$ cat config.mk
export PLATFORM = sky130hd
export DESIGN_NAME = rx_addr_filter
export DESIGN_NICKNAME = d
export VERILOG_FILES = /design/src/rtl/rx_filt_pkg.sv /design/src/rtl/rx_dest_collect.sv /design/src/rtl/rx_addr_match.sv /design/src/rtl/rx_frame_policy.sv /design/src/rtl/rx_addr_filter.sv
export SDC_FILE = /design/constraint.sdc
export NUM_CORES = 1
export LEC_CHECK = 0
export ABC_AREA = 0
export BUFFER_PORTS_ARGS = -buffer_cell sky130_fd_sc_hd__clkbuf_2
export CORE_UTILIZATION = 55
export DETAILED_ROUTE_END_ITERATION = 7
export GPL_ROUTABILITY_DRIVEN = 0
export GPL_TIMING_DRIVEN = 0
export PLACE_DENSITY_LB_ADDON = 0.25
export SYNTH_ARGS = -nofsm -noshare
export SYNTH_HDL_FRONTEND = slang
export SYNTH_SLANG_ARGS = --single-unit
$ cat constraint.sdc
create_clock -name clk -period 4.53 [get_ports clk]
set_input_delay 0.453 -clock clk [delete_from_list [all_inputs] [get_ports clk]]
set_output_delay 0.453 -clock clk [all_outputs]
set_load 0.01 [all_outputs]
$ cat src/rtl/rx_filt_pkg.sv
package rx_filt_pkg;
  localparam logic [31:0] CRC_POLY = 32'h04C11DB7;

  // One byte into a left-shifting CRC-32, bits taken LSB first
  function automatic logic [31:0] crc_add_byte(logic [31:0] c, logic [7:0] d);
    logic [31:0] r;
    r = c;
    for (int i = 0; i < 8; i++) begin
      if (r[31] ^ d[i]) r = {r[30:0], 1'b0} ^ CRC_POLY;
      else              r = {r[30:0], 1'b0};
    end
    return r;
  endfunction

  function automatic logic frame_is_short(logic [15:0] len, int unsigned min_len);
    return 32'(len) < min_len;
  endfunction
endpackage

$ cat src/rtl/rx_dest_collect.sv
module rx_dest_collect #(
  parameter int ADDR_BYTES = 6,
  parameter int HASH_BITS  = 64,
  localparam int ADDR_W = ADDR_BYTES * 8,
  localparam int CNT_W  = $clog2(ADDR_BYTES + 1),
  localparam int HIDX_W = $clog2(HASH_BITS)
) (
  input  logic              clk,
  input  logic              rst_n,
  input  logic              da_valid,
  input  logic              da_first,
  input  logic [7:0]        da_byte,
  output logic              last_byte,
  output logic [ADDR_W-1:0] addr_next,
  output logic [HIDX_W-1:0] hash_idx
);
  import rx_filt_pkg::*;

  logic [CNT_W-1:0]  cnt_q, cnt_cur;
  logic [ADDR_W-1:0] addr_q, addr_base;
  logic [31:0]       crc_q, crc_base, crc_n;
  logic              take;

  always_comb begin
    cnt_cur   = da_first ? '0 : cnt_q;
    addr_base = da_first ? '0 : addr_q;
    crc_base  = da_first ? '1 : crc_q;
    take      = da_valid && (cnt_cur < CNT_W'(ADDR_BYTES));
    addr_next = {addr_base[ADDR_W-9:0], da_byte};
    crc_n     = crc_add_byte(crc_base, da_byte);
    hash_idx  = crc_n[31 -: HIDX_W];
    last_byte = take && (cnt_cur == CNT_W'(ADDR_BYTES - 1));
  end

  always_ff @(posedge clk or negedge rst_n) begin
    if (!rst_n) begin
      cnt_q  <= '0;
      addr_q <= '0;
      crc_q  <= '1;
    end else if (take) begin
      cnt_q  <= cnt_cur + 1'b1;
      addr_q <= addr_next;
      crc_q  <= crc_n;
    end
  end

  // the byte count never runs past the address length
  cnt_range_chk: assert property (@(posedge clk) disable iff (!rst_n)
    cnt_q <= CNT_W'(ADDR_BYTES));
endmodule

$ cat src/rtl/rx_addr_match.sv
module rx_addr_match #(
  parameter int ADDR_BYTES = 6,
  parameter int HASH_BITS  = 64,
  localparam int ADDR_W = ADDR_BYTES * 8,
  localparam int HIDX_W = $clog2(HASH_BITS)
) (
  input  logic              clk,
  input  logic              rst_n,
  input  logic              new_frame,
  input  logic              last_byte,
  input  logic [ADDR_W-1:0] addr_in,
  input  logic [HIDX_W-1:0] hash_idx,
  input  logic [ADDR_W-1:0] station_addr,
  input  logic [HASH_BITS-1:0] hash_table,
  input  logic              cfg_promisc,
  input  logic              cfg_take_bcast,
  input  logic              cfg_take_mcast,
  output logic              dec_valid,
  output logic              hit,
  output logic              grp
);
  logic is_bcast, is_grp, hit_c;

  always_comb begin
    is_bcast = &addr_in;
    is_grp   = addr_in[ADDR_W-8];
    if (is_bcast)    hit_c = cfg_take_bcast;
    else if (is_grp) hit_c = cfg_take_mcast && hash_table[hash_idx];
    else             hit_c = cfg_promisc || (addr_in == station_addr);
  end

  always_ff @(posedge clk or negedge rst_n) begin
    if (!rst_n) begin
      dec_valid <= 1'b0;
      hit       <= 1'b0;
      grp       <= 1'b0;
    end else begin
      dec_valid <= last_byte;
      if (last_byte) begin
        hit <= hit_c;
        grp <= is_grp;
      end else if (new_frame) begin
        hit <= 1'b0;
        grp <= 1'b0;
      end
    end
  end


  dec_timing_chk: assert property (@(posedge clk) disable iff (!rst_n)
    last_byte |=> dec_valid);

  bcast_gate_chk: assert property (@(posedge clk) disable iff (!rst_n)
    (last_byte && (&addr_in) && !cfg_take_bcast) |=> !hit);

  group_flag_chk: assert property (@(posedge clk) disable iff (!rst_n)
    last_byte |=> (grp == $past(addr_in[ADDR_W-8])));
endmodule

$ cat src/rtl/rx_frame_policy.sv
module rx_frame_policy #(
  parameter int LEN_W   = 16,
  parameter int MIN_LEN = 64
) (
  input  logic             clk,
  input  logic             rst_n,
  input  logic             eof,
  input  logic [LEN_W-1:0] frame_len,
  input  logic             crc_err,
  input  logic             align_err,
  input  logic             addr_hit,
  input  logic             addr_grp,
  input  logic             cfg_keep_short,
  input  logic             cfg_keep_err,
  input  logic             cfg_monitor,
  output logic             done_valid,
  output logic             frame_store,
  output logic             st_good,
  output logic             st_crc,
  output logic             st_align,
  output logic             st_missed,
  output logic             st_group,
  output logic             rx_off
);
  import rx_filt_pkg::*;

  logic short_f, err_f, pass_f;

  always_comb begin
    short_f = frame_is_short(16'(frame_len), MIN_LEN);
    err_f   = crc_err || align_err;
    pass_f  = addr_hit && (!short_f || cfg_keep_short) && (!err_f || cfg_keep_err);
  end

  always_ff @(posedge clk or negedge rst_n) begin
    if (!rst_n) begin
      done_valid  <= 1'b0;
      frame_store <= 1'b0;
      st_good     <= 1'b0;
      st_crc      <= 1'b0;
      st_align    <= 1'b0;
      st_missed   <= 1'b0;
      st_group    <= 1'b0;
      rx_off      <= 1'b0;
    end else begin
      rx_off      <= cfg_monitor;
      done_valid  <= eof;
      frame_store <= eof && pass_f && !cfg_monitor;
      st_good     <= eof && pass_f && !cfg_monitor && !err_f;
      st_crc      <= eof && err_f;
      st_align    <= eof && align_err;
      st_missed   <= eof && pass_f && cfg_monitor;
      st_group    <= eof && addr_grp;
    end
  end


  runt_drop_chk: assert property (@(posedge clk) disable iff (!rst_n)
    (eof && (frame_len < LEN_W'(MIN_LEN)) && !cfg_keep_short) |=> !frame_store);

  err_drop_chk: assert property (@(posedge clk) disable iff (!rst_n)
    (eof && (crc_err || align_err) && !cfg_keep_err) |=> !frame_store);

  align_implies_crc_chk: assert property (@(posedge clk) disable iff (!rst_n)
    st_align |-> st_crc);

  monitor_no_store_chk: assert property (@(posedge clk) disable iff (!rst_n)
    frame_store |-> !rx_off);

  missed_xor_store_chk: assert property (@(posedge clk) disable iff (!rst_n)
    !(frame_store && st_missed));

  done_timing_chk: assert property (@(posedge clk) disable iff (!rst_n)
    eof |=> done_valid);

  result_pulse_chk: assert property (@(posedge clk) disable iff (!rst_n)
    !done_valid |-> !(frame_store || st_crc || st_missed || st_group));
endmodule

$ cat src/rtl/rx_addr_filter.sv
module rx_addr_filter #(
  parameter int ADDR_BYTES = 6,
  parameter int HASH_BITS  = 64,
  parameter int LEN_W      = 16,
  parameter int MIN_LEN    = 64,
  localparam int ADDR_W = ADDR_BYTES * 8,
  localparam int HIDX_W = $clog2(HASH_BITS)
) (
  input  logic                 clk,
  input  logic                 rst_n,
  input  logic                 cfg_promisc,
  input  logic                 cfg_take_bcast,
  input  logic                 cfg_take_mcast,
  input  logic                 cfg_keep_short,
  input  logic                 cfg_keep_err,
  input  logic                 cfg_monitor,
  input  logic [ADDR_W-1:0]    station_addr,
  input  logic [HASH_BITS-1:0] hash_table,
  input  logic                 da_valid,
  input  logic                 da_first,
  input  logic [7:0]           da_byte,
  input  logic                 eof,
  input  logic [LEN_W-1:0]     frame_len,
  input  logic                 crc_err,
  input  logic                 align_err,
  output logic                 addr_dec_valid,
  output logic                 addr_hit,
  output logic                 addr_group,
  output logic                 done_valid,
  output logic                 frame_store,
  output logic                 st_good,
  output logic                 st_crc,
  output logic                 st_align,
  output logic                 st_missed,
  output logic                 st_group,
  output logic                 rx_off
);
  logic              last_byte_w;
  logic [ADDR_W-1:0] addr_next_w;
  logic [HIDX_W-1:0] hash_idx_w;
  logic              new_frame_w;

  assign new_frame_w = da_valid && da_first;

  rx_dest_collect #(.ADDR_BYTES(ADDR_BYTES), .HASH_BITS(HASH_BITS)) u_collect (
    .clk(clk), .rst_n(rst_n), .da_valid(da_valid), .da_first(da_first),
    .da_byte(da_byte), .last_byte(last_byte_w), .addr_next(addr_next_w),
    .hash_idx(hash_idx_w));

  rx_addr_match #(.ADDR_BYTES(ADDR_BYTES), .HASH_BITS(HASH_BITS)) u_match (
    .clk(clk), .rst_n(rst_n), .new_frame(new_frame_w), .last_byte(last_byte_w),
    .addr_in(addr_next_w), .hash_idx(hash_idx_w), .station_addr(station_addr),
    .hash_table(hash_table), .cfg_promisc(cfg_promisc),
    .cfg_take_bcast(cfg_take_bcast), .cfg_take_mcast(cfg_take_mcast),
    .dec_valid(addr_dec_valid), .hit(addr_hit), .grp(addr_group));

  rx_frame_policy #(.LEN_W(LEN_W), .MIN_LEN(MIN_LEN)) u_policy (
    .clk(clk), .rst_n(rst_n), .eof(eof), .frame_len(frame_len),
    .crc_err(crc_err), .align_err(align_err), .addr_hit(addr_hit),
    .addr_grp(addr_group), .cfg_keep_short(cfg_keep_short),
    .cfg_keep_err(cfg_keep_err), .cfg_monitor(cfg_monitor),
    .done_valid(done_valid), .frame_store(frame_store), .st_good(st_good),
    .st_crc(st_crc), .st_align(st_align), .st_missed(st_missed),
    .st_group(st_group), .rx_off(rx_off));

  // nothing is reported in the first cycle after reset
  reset_quiet_chk: assert property (@(posedge clk) disable iff (!rst_n)
    $rose(rst_n) |-> !(addr_dec_valid || done_valid || frame_store));
  // a stored frame always had its address wanted
  store_needs_hit_chk: assert property (@(posedge clk) disable iff (!rst_n)
    frame_store |-> addr_hit);
endmodule

# == Word-level counts from Yosys, hierarchy flattened ==
# Cells that the tools add are included.
# totals
ff_bits,86
out_inout_bits,11
inputBits,149
word_cells,76
# classes
order_cmp,3
add_sub_neg,1
eq_ne,2
bitwise_logic,16
mux,18
n_reduce_logical,22
# ops
operator,count
$mux 27,8
$not 14->14,8
$eq 48x48->1,1
$reduce_and 48->1,1
$mux 40,1
$mux 32,1
$lt 16x7->1 const B,1
$logic_and 1x1->1,13
$xor 1x1->1,8
$lt 6x7->1 const B,1
$bmux 1 s6,1
$mux 1,6
$logic_or 1x1->1,4
$add 3x1->3 const B,1
$eq 3x3->1 const B,1
$logic_not 1->1,3
$lt 3x3->1 const B,1
$mux 3,1
$reduce_bool 2->1,1

# == Logic depth before layout (Yosys ltp) ==
# Gate-level depths: netlist (run 1).
# logic_depth
word_depth,23
mapped_depth,13
depth_no_buf,9

# == By module ==
# From an unflattened synthesis (run 1), not the netlist that was laid out.
# hier_totals
cells_unflattened,582
area_unflattened_um2,5945.7
# modules_own_cells
mod,n_inst,cells_per_inst,area_per_inst_um2,seq_area_each_um2
rx_dest_collect,1,418,4302.9,1916.8
rx_addr_match,1,141,1350.0,75.1
rx_frame_policy,1,22,286.5,200.2
rx_addr_filter,1,1,6.3,0.0

# == Least setup slack after synthesis (run 1) ==
# Ideal clock, no wire load.
# synth_timing
path_type,in2reg
startpoint,in da_first
endpoint,reg u_match.hit
required_time_ns,4.462
n_path_buf,5
slack_ns,1.725
t_arrival_ns,2.737
stages,12
setup_ns,0.068
path_cell_list,buf_4 buf_4 clkbuf_1 buf_1 clkbuf_1 nor2b_1 ha_1 nand3_1 a31oi_1 or3_1 a31o_1 nand3_1
# synth_via
elab_chain_len,18
word_cells_on_any_way,42
cone_classes,order compare: 1; eq/ne: 2; mux: 16; bitwise: 16; reduce/logical: 7
# synth_lines
element,line,rtl
start: declaration,rx_addr_filter.sv:20,"input logic da_first,"
$mux 32,rx_dest_collect.sv:27,crc_base = da_first ? '1 : crc_q;
$mux 27 (3 in a row),rx_filt_pkg.sv:9,"if (r[31] ^ d[i]) r = {r[30:0], 1'b0} ^ CRC_POLY;"
$not 14->14 (no source line),-,
$mux 27,rx_filt_pkg.sv:9,
$not 14->14 (no source line),-,
$mux 27 (3 in a row),rx_filt_pkg.sv:9,
$not 14->14 (no source line),-,
$mux 27,rx_filt_pkg.sv:9,
$bmux 1 s6,rx_addr_match.sv:28,else if (is_grp) hit_c = cfg_take_mcast && hash_table[hash_idx];
$mux 1 (implied by the code),rx_addr_match.sv:28,
$logic_and 1x1->1,rx_addr_match.sv:28,
$mux 1,rx_addr_match.sv:28,
$mux 1,rx_addr_match.sv:27,if (is_bcast) hit_c = cfg_take_bcast;
$mux 1,rx_addr_match.sv:39,if (last_byte) begin
end signal: assignment,rx_addr_match.sv:40,hit <= hit_c;
end: declaration,rx_addr_match.sv:19,"output logic hit,"
# Several ways; a longest one is shown, not always the timed one. The select of a mux whose other input is x is not followed.
# A chain may end at the register's enable or synchronous reset.

# == Final worst setup path (run 1) ==
# Ends and elaborated chain as after synthesis.

==> results of run 1 <==
-- layer usage --
| metal | track usage | up-vias | part of all wire |
|---|---|---|---|
| li1 | - | 2712 | - |
| met1 | 0.422 | 2870 | 0.39 |
| met2 | 0.566 | 378 | 0.48 |
| met3 | 0.0460 | 65 | 0.096 |
| met4 | 0.137 | 0 | 0.030 |
| met5 | 0 | - | 0 |
-- final cells by class --
type                    instances  area (um2)  share of cell area
well taps                     136         170              0.0238
inverters                      22        82.6              0.0116
repair buffers                147         761               0.107
multi-input cells             534        3520               0.493
flip-flops and latches         86        2190               0.307
plain buffers                  42         204              0.0286
clock inverters                 5        57.6             0.00806
clock buffers                  11         151              0.0212
-- path summary, 6_finish.rpt --
check                               startpoint              endpoint  slack (ns)  depth (start not counted)
setup / recovery                      da_first           u_match.hit        0.81                         13
min in group clk                           eof   u_policy.done_valid        0.24                          1
max in group asynchronous                rst_n   u_collect.crc_q[29]        3.85                          2
hold / removal                           rst_n  u_collect.addr_q[36]       0.002                          1
hold reg to reg             u_collect.crc_q[1]    u_collect.crc_q[1]        0.48                          2
setup reg to reg           u_collect.crc_q[30]           u_match.hit        1.36                         11
-- Yosys cell counts (all sizes together) (2+ instances only) --
cell and count:
ha 2, nor2 61, xnor2 79, nor2b 8
and2 6, dfstp 32, and3 2, nor4 11
a22oi 3, nand4b 2, a31oi 13, clkbuf 25
nor3b 2, mux4 7, o22ai 6, buf 17
inv 22, and3b 2, o21ai 45, xor2 25
o2111ai 3, nor4bb 10, nand2b 3, a211oi 4
a21oi 4, a22o 4, mux2i 21, nand3 27
mux2 4, o32ai 9, a221oi 3, dfrtp 54
nor3 9, or3 4, nand4 16, o31ai 12
nand2 114
-- power groups by stage --
stage                     combinational (mW)  sequential, mW  clock [mW]
final                                   2.46            1.20       0.575
after global placement                  2.32            1.20           0
after floorplan                         1.92            1.16           0
after global routing                    2.66            1.22       0.596
after detailed placement                2.42            1.20           0
after CTS                               2.43            1.19       0.570
-- logic make-up (layout without fill, tap and decap cells) --
group           Yosys count  count (layout)  share of synthesized area
simple gates            279             279                      0.220
compound gates          116             116                      0.127
xor+xnor                105             105                      0.166
flops                    86              86                      0.365
buf+inv                  64             227                     0.0477
mux                      32              32                     0.0694
fa+ha+maj                 2               2                    0.00417
-- per-stage QoR --
step	worst slack [ns]	utilization	hold WS, ns
CTS	0.903	0.682	0.0150
detailed placement	0.554	0.663	0.411
finish	0.806	0.682	0.00199
global route	0.635	0.682	0.0384
global placement	0.597	0.660	0.451
floorplan	1.72	-	0.157
-- worst register-to-register path, stage by stage (launching register included) --
cell and delay (ns):
dfstp_2 0.52, buf_2 0.18, xnor2_1 0.13, nor3_1 0.28, nor2_1 0.19, xnor2_1 0.45, buf_2 0.34, mux4_2 0.33
a22oi_1 0.23, o31ai_1 0.11, o21ai_0 0.19, nand3_1 0.10
==> flow_metrics.py, run 1 <==
metrics = {
    "power": {
        "pwr-share-clk": 0.136,
        "total_power_mw": 4.23,
        "internal_power_mw": 2.49,
        "power_frac_comb": 0.581,
        "p_sw_frac": 0.413,
        "ir_drop_mv": 0.587,
        "switching_power_mw": 1.75,
        "power_density_nw_per_um2": 593,
        "p_leak_nw": 3.15,
        "seqPwrFrac": 0.283,
    },
    "floorplan": {
        "fp.dieW_um": 106,
        "pin_count": 160,
        "dieArea_um2": 11300,
        "start_util": 0.574,
        "row_count": 37,
        "core-area_um2": 10500,
        "fp.dieH_um": 106,
    },
    "timing": {
        "fmax_ghz": 0.269,
        "skew_ns": 0.0133,
        "layout_min_cycle_time_ns": 3.72,
        "worstMarginPinSlew_ns": 0.851,
        "setup-tns-final_ns": 0,
        "slew_headroom": 0.429,
        "hold_viol": 0,
        "fin_crit_sh": 0.822,
        "drv_slew": 0,
        "rsz0062_at_grt": "no",
        "finalSetupViolations": 0,
    },
    "finish": {
        "num-nets-final": 993,
        "syn_to_final_growth_pct": 19.0,
        "nFillCells": 891,
        "n_antenna_cell": 0,
        "largest_reg_flops": 40,
        "final_cell_mix": "clkbuf_2, nand2_1, xnor2_1, nor2_1, dfrtp_1",
        "drive_gt1_frac": 0.268,
        "stdcell_count": 983,
        "largest-register": "u_collect.addr_q",
        "layout_commonest_cell": "clkbuf_2",
        "final_area_um2": 7140,
        "reg_top3": "u_collect.addr_q: 40 flops, u_collect.crc_q: 32 flops, u_collect.cnt_q: 3 flops",
    },
    "detailed_routing": {
        "ant_nets": 0,
        "wl_mm": 18.2,
        "vias": 6025,
        "drt_iter0_drc": 488,
        "first_pass_iters": 5,
        "wl_per_cell_um": 18.5,
        "via_per_inst": 6.13,
        "drc": 0,
    },
    "global_routing": {
        "antenna_found_initial": 0,
        "track_usage": 0.331,
        "grt_pass1_wl_mm": 28.9,
        "gr-total-overflow": 0,
        "grt_max_degree": 64,
        "grt_pass1_vias": 5955,
    },
    "synth": {
        "yosys.area.top_type_share": 0.225,
        "ys_ff_latch": 86,
        "yosysSeqAreaShare": 0.365,
        "synth_edf_count": 0,
        "ys.flop_type": "dfrtp_1",
        "yosys_warnings": 0,
        "netlist.top_cell.by_area": "dfrtp_1",
        "synth_area_leaders": "dfrtp_1, dfstp_2, xnor2_1, nand2_1, nor2_1",
        "synthesis.nets": 835,
        "async_flop_share": 1.00,
        "synthCells": 684,
        "avgSynthCellArea_um2": 8.77,
        "synth.cell_area_um2": 6000,
        "yosys.cell_types.count": 60,
    },
    "setup_path": {
        "slowest_delay_ns": 0.53,
        "worstPathArrival_ns": 4.03,
        "cp_top_family": "buffers and inverters",
        "start_kind": "input pin",
        "crit_chain": "clkbuf_2, buf_4, buf_4, clkbuf_1, buf_1, clkbuf_1, nor2b_1, ha_1, nand3_1, a31oi_1, or3_1, a31o_1, nand3_1",
        "worstSetupPathType": "in -> reg",
        "path_buf_inv": 6,
        "cp_slowest_cell": "clkbuf_1",
        "cp.required_ns": 4.83,
        "end_kind": "register",
        "crit_path_max_fanout": 10,
    },
    "clock_tree": {
        "cts_tree": "done",
        "root_buffer": "clkbuf_8",
        "cts_setup_buffers": 0,
        "h-tree-depth": 3,
        "cts_resized": 0,
        "cts-hold-fix-buffers": 0,
        "cts.path.max_buffers": 2,
        "numCtsBuffers": 9,
        "insertion_delay_ns": 0.37,
        "clk_pin_slew_ns": 0.09,
        "cts.sinks": 86,
    },
    "flow_run": {
        "max_cap_viol_count": 0,
    },
    "place": {
        "hpwl_mm": 14.0,
        "placed_cells": 967,
        "port_buffers": 146,
        "placed_area_um2": 6930,
    },
    "run_status": {
        "status": "finished, final reports clean",
    },
    "worst_hold_path": {
        "hold_path.class": "in -> async",
    },
}
(Power assumes the default switching activity.)
==> run 2, diff against run 1 <==
--- a/config.mk
+++ b/config.mk
@@ -5,9 +5,9 @@
 export SDC_FILE = /design/constraint.sdc
 export NUM_CORES = 1
 export LEC_CHECK = 0
-export ABC_AREA = 0
+export ABC_AREA = 1
 export BUFFER_PORTS_ARGS = -buffer_cell sky130_fd_sc_hd__clkbuf_2
-export CORE_UTILIZATION = 55
+export CORE_UTILIZATION = 54
 export DETAILED_ROUTE_END_ITERATION = 7
 export GPL_ROUTABILITY_DRIVEN = 0
 export GPL_TIMING_DRIVEN = 0
==> constraint.sdc (replaced) <==
create_clock -name clk -period 3.5 [get_ports clk]
set_input_delay 0.35 -clock clk [delete_from_list [all_inputs] [get_ports clk]]
set_output_delay 0.35 -clock clk [all_outputs]
set_load 0.01 [all_outputs]
==> flow_metrics.py, run 2 <==
metrics = {
    "floorplan": {
        "start_util": 0.566,
        "pin_count": 160,
        "core-area_um2": 10500,
        "dieArea_um2": 11400,
        "fp.dieH_um": 107,
        "fp.dieW_um": 107,
        "row_count": 37,
    },
    "timing": {
        "fmax_ghz": 0.383,
        "hold_viol": 0,
        "drv_slew": 0,
        "setup-tns-final_ns": 0,
        "slew_headroom": 0.557,
        "skew_ns": 0.0103,
        "fin_ws_ns": 0.889,
        "layout_min_cycle_time_ns": 2.61,
        "finalSetupViolations": 0,
        "rsz0062_at_grt": "no",
        "worstMarginPinSlew_ns": 0.664,
        "fin_crit_sh": 0.746,
        "hold_slack_ns": 0.122,
    },
    "run_status": {
        "status": "finished, final reports clean",
    },
    "finish": {
        "nFillCells": 910,
        "n_antenna_cell": 0,
        "drive_gt1_frac": 0.280,
        "multi_input_area_um2": 3350,
        "reg_top3": "u_collect.addr_q: 40 flops, u_collect.crc_q: 32 flops, u_collect.cnt_q: 3 flops",
        "final_cell_mix": "nand2_1, clkbuf_2, nand3_1, o21ai_0, xor2_1",
        "ff_latch_area_um2": 2190,
        "largest_reg_flops": 40,
        "num-nets-final": 1092,
        "layout_commonest_cell": "nand2_1",
        "syn_to_final_growth_pct": 20.0,
        "largest-register": "u_collect.addr_q",
        "utilization": 0.680,
        "stdcell_count": 1081,
    },
    "clock_tree": {
        "numCtsBuffers": 9,
        "cts_setup_buffers": 0,
        "clk_pin_slew_ns": 0.09,
        "cts.sinks": 86,
        "insertion_delay_ns": 0.38,
        "cts.path.max_buffers": 2,
        "root_buffer": "clkbuf_8",
        "h-tree-depth": 3,
        "cts_tree": "done",
    },
    "synth": {
        "yosys_warnings": 0,
        "synthTopCellsByCount": "nand2_1, nand3_1, o21ai_0, xor2_1, dfrtp_1",
        "synth.cell_area_um2": 5930,
        "yosysSeqAreaShare": 0.370,
        "synth_area_leaders": "dfrtp_1, dfstp_2, nand2_1, xor2_1, nand3_1",
        "synth_edf_count": 0,
        "synthesis.nets": 926,
        "ys_ff_latch": 86,
        "synthCells": 775,
        "async_flop_share": 1.00,
        "yosys.area.top_type_share": 0.228,
        "avgSynthCellArea_um2": 7.65,
        "ys.flop_type": "dfrtp_1",
        "yosys.cell_types.count": 44,
        "synth_most_common_cell": "nand2_1",
        "netlist.top_cell.by_area": "dfrtp_1",
    },
    "detailed_routing": {
        "first_pass_iters": 5,
        "wl_mm": 17.2,
        "vias": 5998,
        "wl_per_cell_um": 15.9,
        "drt_iter0_drc": 543,
        "drc": 0,
        "via_per_inst": 5.55,
        "ant_nets": 0,
    },
    "setup_path": {
        "cp_top_family": "buffers and inverters",
        "cp.required_ns": 3.80,
        "reg2regPathDepth": 18,
        "start_kind": "input pin",
        "worstPathArrival_ns": 2.91,
        "end_kind": "register",
        "cp_slowest_cell": "buf_1",
        "ff2ff_setup_slack_ns": 0.96,
        "worstSetupPathType": "in -> reg",
        "r2r-end": "u_match.hit",
        "path_buf_inv": 6,
        "crit_path_max_fanout": 10,
        "crit_chain": "clkbuf_2, buf_6, buf_2, buf_1, clkbuf_1, nor2_1, ha_1, nand3_1, inv_1, a21oi_1, nand2_1, o21ai_0",
        "slowest_delay_ns": 0.55,
        "reg2reg_from": "u_collect.crc_q[27]",
    },
    "worst_hold_path": {
        "min_from": "cfg_monitor",
        "hold_path.class": "in -> reg",
        "holdPathEnd": "u_policy.rx_off",
        "min_path_cells": 1,
    },
    "power": {
        "ir_drop_mv": 0.530,
        "power_density_nw_per_um2": 662,
        "p_leak_nw": 3.42,
    },
    "place": {
        "port_buffers": 153,
        "dp_worst_setup_slack_ns": 0.595,
        "hpwl_mm": 13.2,
        "placed_cells": 1065,
    },
    "global_routing": {
        "track_usage": 0.304,
        "grt_pass1_wl_mm": 26.6,
        "grt_max_degree": 58,
        "antenna_found_initial": 0,
        "gr-total-overflow": 0,
        "grt_pass1_vias": 5384,
    },
    "flow_run": {
        "max_cap_viol_count": 0,
    },
}
[run 2: metrics by stage]
| step | cell area (um2) | total power [mW] |
|---|---|---|
| after floorplan | 5930 | 3.31 |
| after global placement | 6860 | 3.88 |
| after detailed placement | 6890 | 3.91 |
| after CTS | 7110 | 4.69 |
| after global routing | 7110 | 5.03 |
| final | 7110 | 4.71 |
[run 2: kinds of logic after synthesis]
kind of cell	count (synthesis)	share of synthesized area
AOI/OAI and AO/OA	101	0.0910
xor gates and xnor gates	86	0.144
adders and majority gates	2	0.00422
buffers and inverters	85	0.0652
DFF	86	0.370
and+or+nand+nor	415	0.325
[run 2: worst max-delay path by stage]
| stage | from | end | slack, ns | cells past startpoint |
|---|---|---|---|---|
| global route | da_first | u_match.grp | 0.73 | 12 |
| finish | da_first | u_match.grp | 0.89 | 12 |
| floorplan | da_first | u_match.hit | 1.39 | 19 |
| detailed placement | da_first | u_match.grp | 0.60 | 12 |
| CTS | da_first | u_match.grp | 0.97 | 12 |
| global placement | da_first | u_match.grp | 0.61 | 12 |
[run 2: timing repair]
action | CTS | global route
endpoints found under the hold margin | 18 | 0
resized for setup | 0 | 0
hold buffers | 1 | 0
[run 2: layout make-up]
| type | count | share of cell area |
|---|---|---|
| Timing Repair Buffer | 155 | 0.113 |
| Tap cell | 136 | 0.0239 |
| Clock buffer | 9 | 0.0174 |
| Clock inverter | 6 | 0.0121 |
| Multi-Input combinational cell | 604 | 0.471 |
| Buffer | 34 | 0.0271 |
| Sequential cell | 86 | 0.308 |
| Inverter | 51 | 0.0273 |
[run 2: where the power goes]
group,leakage [nW],switching (mW),internal (mW)
logic,2.27,1.53,0.937
clock network,0.105,0.368,0.398
registers,1.05,0.131,1.34
[run 2: per-layer routing]
metal | wire length (um) | global-route usage | vias to the layer above
li1 | - | - | 2876
met1 | 7100 | 0.417 | 2764
met2 | 7980 | 0.471 | 319
met3 | 1720 | 0.0644 | 39
met4 | 444 | 0.114 | 0
met5 | 0 | 0 | -
